### src/rtl/cdb_pkg.sv
`timescale 1ns/1ps
package cdb_pkg;
  localparam int unsigned NUM_OUT  = 4;
  localparam int unsigned NUM_SRC  = 4;
  localparam int unsigned SRC_W    = $clog2(NUM_SRC);
  localparam int unsigned ADDR_W   = 3;
  localparam int unsigned DATA_W   = 8;
  localparam int unsigned NUM_DIVR = 6;   // A0, A1, B0, B1, C, D
  localparam int unsigned DIV_BASE = 2;   // address of first ratio register

  typedef enum logic [ADDR_W-1:0] {
    ADR_ROUTE = 3'd0,
    ADR_LUT   = 3'd1
  } cdb_addr_e;
endpackage

### src/rtl/cdb_rst_sync.sv
`timescale 1ns/1ps
module cdb_rst_sync (
  input  logic clk,
  input  logic rst_n,
  output logic rst_sync_n
);
  logic stage1_q;
  logic stage2_q;

  always_ff @(posedge clk or negedge rst_n) begin
    if (!rst_n) begin
      stage1_q <= 1'b0;
      stage2_q <= 1'b0;
    end else begin
      stage1_q <= 1'b1;
      stage2_q <= stage1_q;
    end
  end

  assign rst_sync_n = stage2_q;
endmodule

### src/rtl/cdb_cfg_regs.sv
`timescale 1ns/1ps
module cdb_cfg_regs
  import cdb_pkg::*;
#(
  parameter int unsigned DIV_W = 7,
  parameter int unsigned LUT_N = 8
) (
  input  logic                       clk,
  input  logic                       rst_n,
  input  logic                       wr_en,
  input  logic [ADDR_W-1:0]          wr_addr,
  input  logic [DATA_W-1:0]          wr_data,
  output logic [NUM_OUT*SRC_W-1:0]   route,
  output logic [LUT_N-1:0]           lut,
  output logic [DIV_W-1:0]           div_reg [NUM_DIVR]
);
  localparam int unsigned ROUTE_W = NUM_OUT * SRC_W;

  logic [ROUTE_W-1:0] route_q, route_d;
  logic [LUT_N-1:0]   lut_q, lut_d;

  // Crosspoint and lookup registers
  always_comb begin
    route_d = route_q;
    lut_d   = lut_q;
    if (wr_en && (wr_addr == ADR_ROUTE)) route_d = wr_data[ROUTE_W-1:0];
    if (wr_en && (wr_addr == ADR_LUT))   lut_d   = wr_data[LUT_N-1:0];
  end

  always_ff @(posedge clk or negedge rst_n) begin
    if (!rst_n) begin
      route_q <= '0;
      lut_q   <= '0;
    end else begin
      route_q <= route_d;
      lut_q   <= lut_d;
    end
  end

  // Ratio registers, one per address
  for (genvar g = 0; g < NUM_DIVR; g++) begin : g_div
    logic [DIV_W-1:0] ratio_q, ratio_d;
    logic             hit;

    assign hit = wr_en && (wr_addr == ADDR_W'(DIV_BASE + g));

    always_comb begin
      ratio_d = ratio_q;
      if (hit) ratio_d = wr_data[DIV_W-1:0];
    end

    always_ff @(posedge clk or negedge rst_n) begin
      if (!rst_n) ratio_q <= '0;
      else        ratio_q <= ratio_d;
    end

    assign div_reg[g] = ratio_q;
  end

  assign route = route_q;
  assign lut   = lut_q;
endmodule

### src/rtl/cdb_sel_lookup.sv
`timescale 1ns/1ps
module cdb_sel_lookup #(
  parameter int unsigned SEL_W = 3,
  parameter int unsigned LUT_N = 1 << SEL_W
) (
  input  logic             clk,
  input  logic             rst_n,
  input  logic [SEL_W-1:0] sel_async,
  input  logic [LUT_N-1:0] lut,
  output logic             bank_idx
);
  logic [SEL_W-1:0] meta_q, meta_d;
  logic [SEL_W-1:0] sync_q, sync_d;

  always_comb begin
    meta_d = sel_async;
    sync_d = meta_q;
  end

  always_ff @(posedge clk or negedge rst_n) begin
    if (!rst_n) begin
      meta_q <= '0;
      sync_q <= '0;
    end else begin
      meta_q <= meta_d;
      sync_q <= sync_d;
    end
  end

  assign bank_idx = lut[sync_q];
endmodule

### src/rtl/cdb_post_div.sv
`timescale 1ns/1ps
module cdb_post_div #(
  parameter int unsigned DIV_W = 7
) (
  input  logic             clk,
  input  logic             rst_n,
  input  logic             tick,
  input  logic [DIV_W-1:0] ratio_next,
  output logic             div_out,
  output logic [DIV_W-1:0] ratio_act,
  output logic [DIV_W-1:0] phase
);
  localparam logic [DIV_W-1:0] ONE = DIV_W'(1);

  logic [DIV_W-1:0] act_q, act_d;
  logic [DIV_W-1:0] cnt_q, cnt_d;
  logic             out_q, out_d;
  logic             period_end;

  // A period closes on its last tick; ratios 0 and 1 close on every tick
  assign period_end = (act_q <= ONE) || (cnt_q >= act_q - ONE);

  always_comb begin
    act_d = act_q;
    cnt_d = cnt_q;
    if (tick) begin
      if (period_end) begin
        cnt_d = '0;
        act_d = ratio_next;
      end else begin
        cnt_d = cnt_q + ONE;
      end
    end
    if (act_d == '0)      out_d = 1'b0;
    else if (act_d == ONE) out_d = tick;
    else                   out_d = (cnt_d < (act_d >> 1));
  end

  always_ff @(posedge clk or negedge rst_n) begin
    if (!rst_n) begin
      act_q <= '0;
      cnt_q <= '0;
      out_q <= 1'b0;
    end else begin
      act_q <= act_d;
      cnt_q <= cnt_d;
      out_q <= out_d;
    end
  end

  assign div_out   = out_q;
  assign ratio_act = act_q;
  assign phase     = cnt_q;
endmodule

### src/rtl/cdb_divider_bank.sv
`timescale 1ns/1ps
module cdb_divider_bank
  import cdb_pkg::*;
#(
  parameter int unsigned DIV_W = 7,
  parameter int unsigned SEL_W = 3
) (
  input  logic               clk,
  input  logic               rst_n,
  input  logic [NUM_SRC-1:0] src_en,
  input  logic [SEL_W-1:0]   sel,
  input  logic               wr_en,
  input  logic [ADDR_W-1:0]  wr_addr,
  input  logic [DATA_W-1:0]  wr_data,
  output logic [NUM_OUT-1:0] clk_out
);
  localparam int unsigned LUT_N = 1 << SEL_W;

  logic                       rst_sync_n;
  logic [NUM_OUT*SRC_W-1:0]   route;
  logic [LUT_N-1:0]           lut;
  logic [DIV_W-1:0]           div_reg [NUM_DIVR];
  logic                       bank_idx;
  logic [NUM_OUT-1:0]         tick;
  logic [DIV_W-1:0]           pend    [NUM_OUT];
  logic [DIV_W-1:0]           div_act [NUM_OUT];
  logic [DIV_W-1:0]           div_cnt [NUM_OUT];

  cdb_rst_sync i_rst_sync (
    .clk        (clk),
    .rst_n      (rst_n),
    .rst_sync_n (rst_sync_n)
  );

  cdb_cfg_regs #(.DIV_W(DIV_W), .LUT_N(LUT_N)) i_cfg (
    .clk     (clk),
    .rst_n   (rst_sync_n),
    .wr_en   (wr_en),
    .wr_addr (wr_addr),
    .wr_data (wr_data),
    .route   (route),
    .lut     (lut),
    .div_reg (div_reg)
  );

  cdb_sel_lookup #(.SEL_W(SEL_W), .LUT_N(LUT_N)) i_sel (
    .clk       (clk),
    .rst_n     (rst_sync_n),
    .sel_async (sel),
    .lut       (lut),
    .bank_idx  (bank_idx)
  );

  for (genvar g = 0; g < NUM_OUT; g++) begin : g_out
    // Crosspoint: route field picks the source tick
    assign tick[g] = src_en[route[g*SRC_W +: SRC_W]];

    // Ratio source: A and B share the banked index, C and D are fixed
    if (g == 0) begin : g_bank_a
      assign pend[g] = bank_idx ? div_reg[1] : div_reg[0];
    end else if (g == 1) begin : g_bank_b
      assign pend[g] = bank_idx ? div_reg[3] : div_reg[2];
    end else begin : g_fixed
      assign pend[g] = div_reg[g + 2];
    end

    cdb_post_div #(.DIV_W(DIV_W)) i_div (
      .clk        (clk),
      .rst_n      (rst_sync_n),
      .tick       (tick[g]),
      .ratio_next (pend[g]),
      .div_out    (clk_out[g]),
      .ratio_act  (div_act[g]),
      .phase      (div_cnt[g])
    );
  end
endmodule

### config.mk
export PLATFORM = sky130hd
export DESIGN_NAME = cdb_divider_bank
export DESIGN_NICKNAME = d
export VERILOG_FILES = /design/src/rtl/cdb_pkg.sv /design/src/rtl/cdb_rst_sync.sv /design/src/rtl/cdb_cfg_regs.sv /design/src/rtl/cdb_sel_lookup.sv /design/src/rtl/cdb_post_div.sv /design/src/rtl/cdb_divider_bank.sv
export SDC_FILE = /design/constraint.sdc
export NUM_CORES = 1
export LEC_CHECK = 0
export ABC_AREA = 1
export BUFFER_PORTS_ARGS = -buffer_cell sky130_fd_sc_hd__buf_2
export CAP_MARGIN = 40
export CORE_MARGIN = 2
export CORE_UTILIZATION = 35
export CTS_BUF_LIST = sky130_fd_sc_hd__clkbuf_8
export DETAILED_ROUTE_END_ITERATION = 10
export PLACE_DENSITY = 0.5
export SLEW_MARGIN = 25
export SYNTH_ARGS = -nofsm -noshare
export SYNTH_HDL_FRONTEND = slang
export SYNTH_SLANG_ARGS = --single-unit
### constraint.sdc
create_clock -name clk -period 4 [get_ports clk]
set_clock_uncertainty 0.1 [all_clocks]
set_input_delay 0.8 -clock clk [delete_from_list [all_inputs] [get_ports clk]]
set_output_delay 0.8 -clock clk [all_outputs]
set_load 0.02 [all_outputs]
==> results of run 1 <==
[power by group]
group	total, mW	internal (mW)	switching [mW]
sequential	1.98	1.66	0.319
combinational	2.98	1.14	1.84
clock	1.19	0.651	0.540
[critical path: cells and delay by family (launching register included)]
kind,cells,cell delay [ps]
buffers and inverters,5,410
AO/OA/AOI/OAI,2,330
flip-flops,1,420
AND/OR/NAND/NOR,11,1320
XOR/XNOR,1,210
adder cells (fa/ha/maj),2,550
[per-layer routing]
layer	GRT usage (%)	wire length, um	up-vias
li1	-	-	3001
met1	22.2	8070	2585
met2	24.9	7410	60
met3	2.79	368	16
met4	4.86	193	0
met5	0	0	-
[cells by family after synthesis]
family,Yosys count
adder cells (fa/ha/maj),60
flip-flops,126
other,1
XOR/XNOR,23
AND/OR/NAND/NOR,419
buffers and inverters,156
AO/OA/AOI/OAI,137
[final cells by class]
type | instances | area (sq um)
clock inverters | 13 | 164
repair buffers | 28 | 185
inverters | 138 | 518
flip-flops and latches | 126 | 3160
clock buffers | 19 | 262
fillers | 2136 | 12200
multi-input cells | 640 | 3490
well taps | 270 | 338
[stage by stage]
step                power, mW  area (sq um)
floorplan                4.32          7270
global placement         5.00          7650
detailed placement       5.02          7680
CTS                      6.24          8120
global route             6.85          8120
finish                   6.15          8120
[placed cells by master, fill, tap and decap left out, types with 13 or more instances in the layout]
master    count
nand3_1      51
a21oi_1      37
o21ai_1      13
buf_2        24
inv_2        14
clkbuf_8     19
nor2_1       68
inv_1       123
xor2_1       17
ha_1         60
nor3_1       13
dfrtp_1     125
o21ai_0      69
nand2_1     252
[registers in the layout (all words and copies together), names as in the netlist, 3 cells and up]
| signal | count |
|---|---|
| g_out.i_div.ratio_act | 28 |
| g_out.i_div.phase | 28 |
| i_sel.meta_q | 3 |
| i_cfg.lut | 8 |
| i_sel.sync_q | 3 |
| i_cfg.route | 8 |
| i_cfg.g_div.ratio_q | 42 |
| g_out.i_div.div_out | 4 |
[final timing paths]
check | to | cells past startpoint
min in group clk | i_sel.sync_q[0] | 0
max in group asynchronous | i_cfg.lut[3] | 1
min | i_cfg.g_div[4].ratio_q[3] | 0
max | g_out[0].i_div.div_out | 21
max reg2reg | g_out[0].i_div.div_out | 21
min reg2reg | i_cfg.g_div[4].ratio_q[3] | 0
==> impl_metrics.py, run 1 <==
metrics = {
    "outcome": {
        "status": "finished, final reports clean",
    },
    "setup_path": {
        "arrival_ps": 3710,
        "end_kind": "flop",
        "startpoint_type": "flop",
        "crit_fanout": 17,
        "cpMaxStageDelayCell": "dfrtp_1",
        "rr_startpoint": "g_out[0].i_div.ratio_act[0]",
        "crit_type": "reg -> reg",
        "r2r_setup_slack_ps": 560,
        "critPathLaunch": "g_out[0].i_div.ratio_act[0]",
        "cp_slowest_stage_delay_ps": 420,
        "cp_cell_sequence": "inv_1, nand3_1, nor3_1, xor2_1, inv_1, ha_1, nand2_1, inv_1, a21oi_1, nand3_1, nand2_4, inv_1, nor3_1, ha_1, nand2_1, inv_1, nand2_1, nand2_1, nand2_1, nand2_1, a21oi_1",
        "cp_common_cell": "nand2_1",
        "cp.required_ps": 4270,
    },
    "flow_run": {
        "max_cap_violations": 0,
    },
    "global_routing": {
        "overflow": 0,
        "grt_pass1_vias": 5520,
        "antenna_found_initial": 0,
        "grt_usage_pct": 15.7,
        "grt_max_degree": 56,
        "grt_pass1_wl_um": 27400,
    },
    "synth": {
        "async_reset_ff_share_pct": 100,
        "synthFlopType": "dfrtp_1",
        "yosys_warnings": 0,
        "synth_commonest_cells": "nand2_1 (252), dfrtp_1 (126), inv_1 (122)",
        "yosysTopAreaCell": "dfrtp_1",
        "synth_area_sq_um": 7270,
        "ys_ff_latch": 126,
        "synth.avg_cell_area_sq_um": 7.88,
        "synth.yosys.seq_area_share_pct": 43.4,
        "syn_inst": 922,
        "ys_types": 40,
        "synthAdderAreaFrac_pct": 10.3,
        "synth.net_count": 1003,
        "synth_most_common_cell": "nand2_1",
        "synth_compound_area_share_pct": 10.3,
        "synth_top_family_by_area": "simple AND/OR/NAND/NOR gates",
        "synth-simple-area-share_pct": 24.6,
        "synth_area_leaders": "dfrtp_1 (43%), nand2_1 (13%), ha_1 (10%), inv_1 (6.3%), o21ai_0 (4.8%)",
        "synthXorXnorAreaFrac_pct": 2.77,
        "synthMuxAreaShare_pct": 0,
        "synth_top_area_share_pct": 43.4,
        "synth_edf_count": 0,
    },
    "cells_and_area": {
        "finalNetCount": 1032,
        "drive_gt1_share_pct": 10.3,
        "antenna_cells": 0,
        "fin_util_pct": 40.0,
        "area_growth_pct": 11.7,
        "instances_no_fill": 1234,
    },
    "detailed_routing": {
        "drt-pass1-iter-count": 5,
        "drtAntennaViolNets": 0,
        "drt_wl_total_um": 16000,
        "post_drt_wl_per_cell_um": 13.0,
        "vias_per_cell": 4.59,
        "drtIter0Drc": 353,
        "vias": 5662,
        "drc_errors": 0,
    },
    "clock_network": {
        "holdBufCountCts": 1,
        "cts_resized": 0,
        "cts_tree": "built",
        "clk_latency_ps": 450,
        "cts_buffer_depth": 2,
        "cts_inserted_buffers": 17,
        "htreeDepth": 4,
        "post_cts_buffers": 0,
        "cts-root-buf": "clkbuf_8",
        "cts_sinks": 126,
        "cts.clk_slew.worst_paths_ps": 80,
    },
    "sta": {
        "fin_hold_ws_ps": 138,
        "max_clock_freq_mhz": 291,
        "finalSetupViolCount": 0,
        "drv_slew": 0,
        "grt_setup_unrepaired": "no",
        "setup_slack_ps": 562,
        "tns_ps": 0,
        "fin_crit_sh_pct": 86.0,
        "fin_crit_ps": 3440,
        "finalHoldViolCount": 0,
    },
    "pwr": {
        "p_leak_nw": 4.27,
        "power_per_cell_area_nw_per_um2": 758,
        "vdd_drop_max_mv": 0.300,
    },
    "place": {
        "port_buffers": 24,
        "routabilityCongestion": 0.776,
        "dp.cells": 1201,
        "dp_hpwl_um": 11900,
        "preCtsSetupSlack_ps": 571,
    },
    "floorplanning": {
        "io_pins": 25,
        "initial_core_util_pct": 35.8,
        "fp.dieH_um": 148,
        "rows": 52,
        "die_w_um": 148,
        "core_region_area_sq_um": 20300,
        "fp.dieArea_sq_um": 21900,
    },
    "hold_path": {
        "hp-class": "reg -> async",
    },
}
Note: power is estimated with default switching activity, not from simulation.
==> run 2, diff against run 1 <==
--- a/config.mk
+++ b/config.mk
@@ -9,10 +9,10 @@
 export BUFFER_PORTS_ARGS = -buffer_cell sky130_fd_sc_hd__buf_2
 export CAP_MARGIN = 40
 export CORE_MARGIN = 2
-export CORE_UTILIZATION = 35
+export CORE_UTILIZATION = 45
 export CTS_BUF_LIST = sky130_fd_sc_hd__clkbuf_8
 export DETAILED_ROUTE_END_ITERATION = 10
-export PLACE_DENSITY = 0.5
+export PLACE_DENSITY = 0.61
 export SLEW_MARGIN = 25
 export SYNTH_ARGS = -nofsm -noshare
 export SYNTH_HDL_FRONTEND = slang
==> run 2 against run 1 <==
Compared with the run above: register-to-register slack better by 40 ps; maximum frequency is 1.2% higher; routed wire length is 4.8% lower; combinational power hardly changed; largest cell class unchanged; highest routed layer unchanged.
==> impl_metrics.py, run 2 (synthesis gave the netlist of run 1 again) <==
metrics = {
    "sta": {
        "fin_crit_ps": 3400,
        "max_clock_freq_mhz": 294,
        "fin_crit_sh_pct": 84.9,
        "fin_hold_ws_ps": 35.7,
        "drv_slew": 0,
        "finalHoldViolCount": 0,
        "tns_ps": 0,
        "grt_setup_unrepaired": "no",
        "finalSetupViolCount": 0,
    },
    "detailed_routing": {
        "drt-pass1-iter-count": 7,
        "drtIter0Drc": 351,
        "vias_per_cell": 4.79,
        "drc_errors": 0,
        "vias": 5629,
        "post_drt_wl_per_cell_um": 13.0,
        "drtAntennaViolNets": 0,
        "drt_wl_total_um": 15300,
    },
    "place": {
        "routabilityCongestion": 0.834,
        "dp_hpwl_um": 11300,
        "port_buffers": 24,
    },
    "setup_path": {
        "end_kind": "flop",
        "crit_fanout": 17,
        "crit_type": "reg -> reg",
        "cpMaxStageDelayCell": "dfrtp_1",
        "cp.required_ps": 4260,
        "startpoint_type": "flop",
        "cp_cell_sequence": "inv_1, nand3_1, nor3_1, xor2_1, inv_1, ha_1, nand2_1, inv_1, a21oi_1, nand3_1, nand2_4, inv_1, nor3_1, ha_1, nand2_1, inv_1, nand2_1, nand2_1, nand2_1, nand2_1, a21oi_1",
        "cp_slowest_stage_delay_ps": 410,
        "cp_common_cell": "nand2_1",
        "arrival_ps": 3660,
    },
    "clock_network": {
        "cts.clk_slew.worst_paths_ps": 70,
        "cts_buffer_depth": 2,
        "cts_sinks": 126,
        "cts_resized": 0,
        "cts-root-buf": "clkbuf_8",
        "post_cts_buffers": 0,
        "clk_latency_ps": 440,
        "cts_inserted_buffers": 17,
        "htreeDepth": 4,
        "cts_tree": "built",
        "holdBufCountCts": 0,
    },
    "global_routing": {
        "antenna_found_initial": 0,
        "grt_pass1_vias": 5304,
        "overflow": 0,
        "grt_usage_pct": 19.2,
        "grt_pass1_wl_um": 25500,
        "grt_max_degree": 66,
    },
    "floorplanning": {
        "initial_core_util_pct": 45.9,
        "io_pins": 25,
        "fp.dieArea_sq_um": 17200,
        "fp.dieH_um": 131,
        "rows": 46,
        "die_w_um": 131,
        "core_region_area_sq_um": 15800,
    },
    "cells_and_area": {
        "largest_reg_flops": 42,
        "layout_commonest_cell": "nand2_1",
        "area_growth_pct": 9.98,
        "finalNetCount": 1031,
        "mostFrequentLayoutCells": "nand2_1 (252), dfrtp_1 (125), inv_1 (124)",
        "largest_register": "i_cfg.g_div.ratio_q",
        "drive_gt1_share_pct": 9.90,
        "antenna_cells": 0,
    },
    "pwr": {
        "vdd_drop_max_mv": 0.336,
        "power_per_cell_area_nw_per_um2": 753,
        "p_leak_nw": 4.26,
    },
    "outcome": {
        "status": "finished, final reports clean",
    },
    "flow_run": {
        "max_cap_violations": 0,
    },
    "hold_path": {
        "hp-class": "reg -> async",
    },
}
## run 2: cell count changes in the layout (fill, tap and decap cells not counted)
cell / delta
bufinv_16: -1
clkbuf_8: +2
clkinv_2: +1
clkinv_4: -2
clkinvlp_4: -2
dlygate4sd3_1: -1
inv_1: +1
inv_6: -2
## run 2: routing by layer
| metal | vias up | part of all wire [%] | track usage [%] |
|---|---|---|---|
| met1 | 2559 | 48 | 25.8 |
| met5 | - | 0 | 0 |
| li1 | 2993 | - | - |
| met2 | 61 | 48 | 31.8 |
| met4 | 0 | 1.1 | 5.19 |
| met3 | 16 | 2.8 | 3.81 |
## run 2: metrics by stage
stage	area [sq um]	instances	util, %	worst slack, ps	power, mW
after floorplan	7270	922	-	130	4.32
after global placement	7580	1146	47.9	648	4.94
after detailed placement	7580	1146	47.9	615	4.98
after CTS	7970	1175	50.3	587	6.10
after global routing	7990	1176	50.5	266	6.69
final	7990	1176	50.5	603	6.02
## run 2: final cells by class
type / count / area, sq um
Tap cell: 216 / 270
Inverter: 138 / 518
Multi-Input combinational cell: 640 / 3490
Clock buffer: 21 / 289
Sequential cell: 126 / 3160
Fill cell: 1542 / 7830
Timing Repair Buffer: 27 / 175
Clock inverter: 8 / 92.6
## run 2: worst paths after layout
path | depth (start not counted) | slack [ps] | endpoint | from
min reg2reg | 0 | 40 | i_cfg.route[7] | i_rst_sync.rst_sync_n
max reg2reg | 21 | 600 | g_out[0].i_div.div_out | g_out[0].i_div.ratio_act[0]
min in group clk | 0 | 250 | i_sel.sync_q[2] | i_sel.meta_q[2]
max in group asynchronous | 2 | 2880 | g_out[1].i_div.ratio_act[1] | i_rst_sync.rst_sync_n
max | 21 | 600 | g_out[0].i_div.div_out | g_out[0].i_div.ratio_act[0]
min | 0 | 40 | i_cfg.route[7] | i_rst_sync.rst_sync_n
## run 2: power by group
part / switching [mW] / leakage, nW / total [mW] / internal, mW
Sequential: 0.313 / 1.54 / 1.98 / 1.66
Combinational: 1.83 / 2.53 / 2.97 / 1.13
Clock: 0.476 / 0.198 / 1.08 / 0.603
## run 2: critical path, delay by kind of cell (launching register included)
family	cells	cell delay, ps
and+or+nand+nor	11	1340
buffers and inverters	5	390
DFF	1	410
adders and majority gates	2	540
xor gates and xnor gates	1	200
AOI/OAI and AO/OA	2	320
==> run 3, diff against run 2 <==
--- a/config.mk
+++ b/config.mk
@@ -12,7 +12,7 @@
 export CORE_UTILIZATION = 45
 export CTS_BUF_LIST = sky130_fd_sc_hd__clkbuf_8
 export DETAILED_ROUTE_END_ITERATION = 10
-export PLACE_DENSITY = 0.61
+export PLACE_DENSITY = 0.59
 export SLEW_MARGIN = 25
 export SYNTH_ARGS = -nofsm -noshare
 export SYNTH_HDL_FRONTEND = slang
==> constraint.sdc (replaced) <==
create_clock -name clk -period 3.2 [get_ports clk]
set_clock_uncertainty 0.1 [all_clocks]
set_input_delay 0.64 -clock clk [delete_from_list [all_inputs] [get_ports clk]]
set_output_delay 0.64 -clock clk [all_outputs]
set_load 0.02 [all_outputs]
==> run 3 against run 2 <==
Compared with the run above: die area did not move; sequential power rose by 26%; routed wire length rose by 7.5%; first-iteration DRC count fell by 11%; setup slack got worse by 420 ps; critical path depth fell by 2; non-clock buffer count rose by 40; register-to-register slack got worse by 420 ps; critical endpoint unchanged; final cell count rose by 3.7%; clock power rose by 13%; clock-buffer cell count rose by 1; largest cell class unchanged; maximum frequency rose by 13%; highest routed layer unchanged.
==> impl_metrics.py, run 3 (synthesis gave the netlist of run 1 again) <==
metrics = {
    "global_routing": {
        "grt_max_degree": 58,
        "grt_pass1_vias": 5362,
        "grt_usage_pct": 19.7,
        "grt_pass1_wl_um": 26000,
        "overflow": 0,
        "antenna_found_initial": 1,
    },
    "floorplanning": {
        "fp.dieH_um": 131,
        "core_region_area_sq_um": 15800,
        "rows": 46,
        "fp.dieArea_sq_um": 17200,
        "die_w_um": 131,
        "initial_core_util_pct": 45.9,
        "io_pins": 25,
    },
    "cells_and_area": {
        "finalNetCount": 1073,
        "largest_register": "i_cfg.g_div.ratio_q",
        "fin_util_pct": 53.8,
        "multi_input_area_sq_um": 3750,
        "drive_gt1_share_pct": 18.1,
        "largest_reg_flops": 42,
        "fillers": 1534,
        "mostFrequentLayoutCells": "nand2_1 (249), dfrtp_1 (124), inv_1 (117)",
        "regArea_sq_um": 3160,
        "layout_commonest_cell": "nand2_1",
        "area_growth_pct": 17.2,
    },
    "place": {
        "routabilityCongestion": 0.807,
        "port_buffers": 24,
        "preCtsSetupSlack_ps": -94.7,
        "dp_hpwl_um": 12100,
    },
    "sta": {
        "finalSetupViolCount": 0,
        "max_clock_freq_mhz": 332,
        "setup_slack_ps": 186,
        "worst_pin_slew_ps": 659,
        "max_slew_margin_pct": 56.1,
        "fin_crit_sh_pct": 94.2,
        "finalHoldViolCount": 0,
        "drv_slew": 0,
        "tns_ps": 0,
        "grt_setup_unrepaired": "yes",
        "fin_crit_ps": 3010,
    },
    "pwr": {
        "p_leak_nw": 4.47,
        "power_per_cell_area_nw_per_um2": 972,
        "vdd_drop_max_mv": 0.558,
    },
    "clock_network": {
        "cts_sinks": 126,
        "cts_buffer_depth": 2,
        "cts_inserted_buffers": 17,
        "cts.clk_slew.worst_paths_ps": 70,
        "cts-root-buf": "clkbuf_8",
        "cts_tree": "built",
        "clk_latency_ps": 450,
        "htreeDepth": 4,
    },
    "setup_path": {
        "crit_fanout": 6,
        "cp.required_ps": 3480,
        "r2r_setup_slack_ps": 190,
        "rr_worst_depth": 19,
        "rr_startpoint": "g_out[0].i_div.ratio_act[1]",
        "crit_type": "reg -> reg",
        "arrival_ps": 3290,
        "end_kind": "flop",
        "startpoint_type": "flop",
        "worstReg2RegEnd": "g_out[0].i_div.div_out",
    },
    "detailed_routing": {
        "drtAntennaViolNets": 0,
        "post_drt_wl_per_cell_um": 13.5,
        "vias_per_cell": 4.80,
        "drt-pass1-iter-count": 5,
        "drc_errors": 0,
        "vias": 5862,
        "drtIter0Drc": 314,
        "drt_wl_total_um": 16400,
    },
    "hold_path": {
        "hold_start": "sel[0]",
        "min_to": "i_sel.meta_q[0]",
        "hp-class": "in -> reg",
        "whs_path_depth": 1,
    },
    "flow_run": {
        "max_cap_violations": 0,
    },
    "outcome": {
        "status": "finished, final reports clean",
    },
}
-- run 3: cell count changes in the layout (fill, tap and decap cells not counted), sizes merged --
cell	previous run	this run
dlygate4sd3	0	1
buf	27	66
clkinv	4	6
clkbuf	21	22
diode	0	1
bufinv	2	0
nand2	261	263
-- run 3: worst max path at each step --
stage,cells past startpoint,endpoint,from
3_5_place_dp,21,g_out[0].i_div.div_out,g_out[0].i_div.ratio_act[0]
2_1_floorplan,20,g_out[1].i_div.div_out,g_out[1].i_div.ratio_act[0]
3_3_place_gp,20,g_out[0].i_div.div_out,g_out[0].i_div.ratio_act[0]
4_1_cts,19,g_out[0].i_div.div_out,g_out[0].i_div.ratio_act[0]
5_1_grt,21,g_out[0].i_div.div_out,g_out[0].i_div.ratio_act[2]
6_report,19,g_out[0].i_div.div_out,g_out[0].i_div.ratio_act[1]
-- run 3: report_power, final --
group          internal [mW]  total, mW  switching, mW
sequential              2.08       2.50          0.422
combinational           1.95       4.56           2.61
clock                  0.618       1.22          0.601
total                   4.64       8.28           3.63
-- run 3: per-layer routing --
layer	global-route usage, %	routed length (um)	part of all wire, %
met1	26.4	7810	48
met2	32.1	7950	48
met3	4.06	453	2.8
met4	6.76	202	1.2
met5	0	0	0
-- run 3: layout make-up --
cell class                      count  area share, %
Inverter                          138           6.14
Sequential cell                   126           37.1
Clock inverter                      8          0.499
Timing Repair Buffer               67           5.46
Antenna cell                        1         0.0294
Tap cell                          216           3.17
Clock buffer                       22           3.56
Multi-Input combinational cell    642           44.1
-- run 3: worst max-delay path, stage by stage, from the launching register on --
cell and delay, ps:
dfrtp_1 380, inv_2 110, nand3_2 110, nor3_2 200
xor2_1 150, inv_1 60, ha_1 270, nand2_1 90
inv_1 50, a21oi_2 150, nand3_2 140, nand2_4 120
o21ai_1 90, a21oi_2 200, ha_4 240, a21oi_2 120
o21bai_1 70, nor2_1 100, nand2_1 70, a21oi_2 140
-- run 3: metrics by stage --
step	total power [mW]	hold WS [ps]	instances	cell area, sq um
CTS	7.84	170	1206	8170
floorplan	5.40	231	922	7270
global route	9.14	170	1219	8510
global placement	6.46	234	1171	7770
finish	8.28	200	1220	8520
detailed placement	6.52	235	1171	7770
-- run 3: timing repair --
| action | 4_1_cts | 5_1_grt |
|---|---|---|
| hold endpoints to repair | 2 | 0 |
| resized for setup | 2 | 59 |
| setup buffers | 3 | 12 |
| cloned | 1 | 1 |
| hold buffers | 1 | 0 |
| pin swaps | 1 | 15 |
| setup endpoints to repair | 1 | 4 |
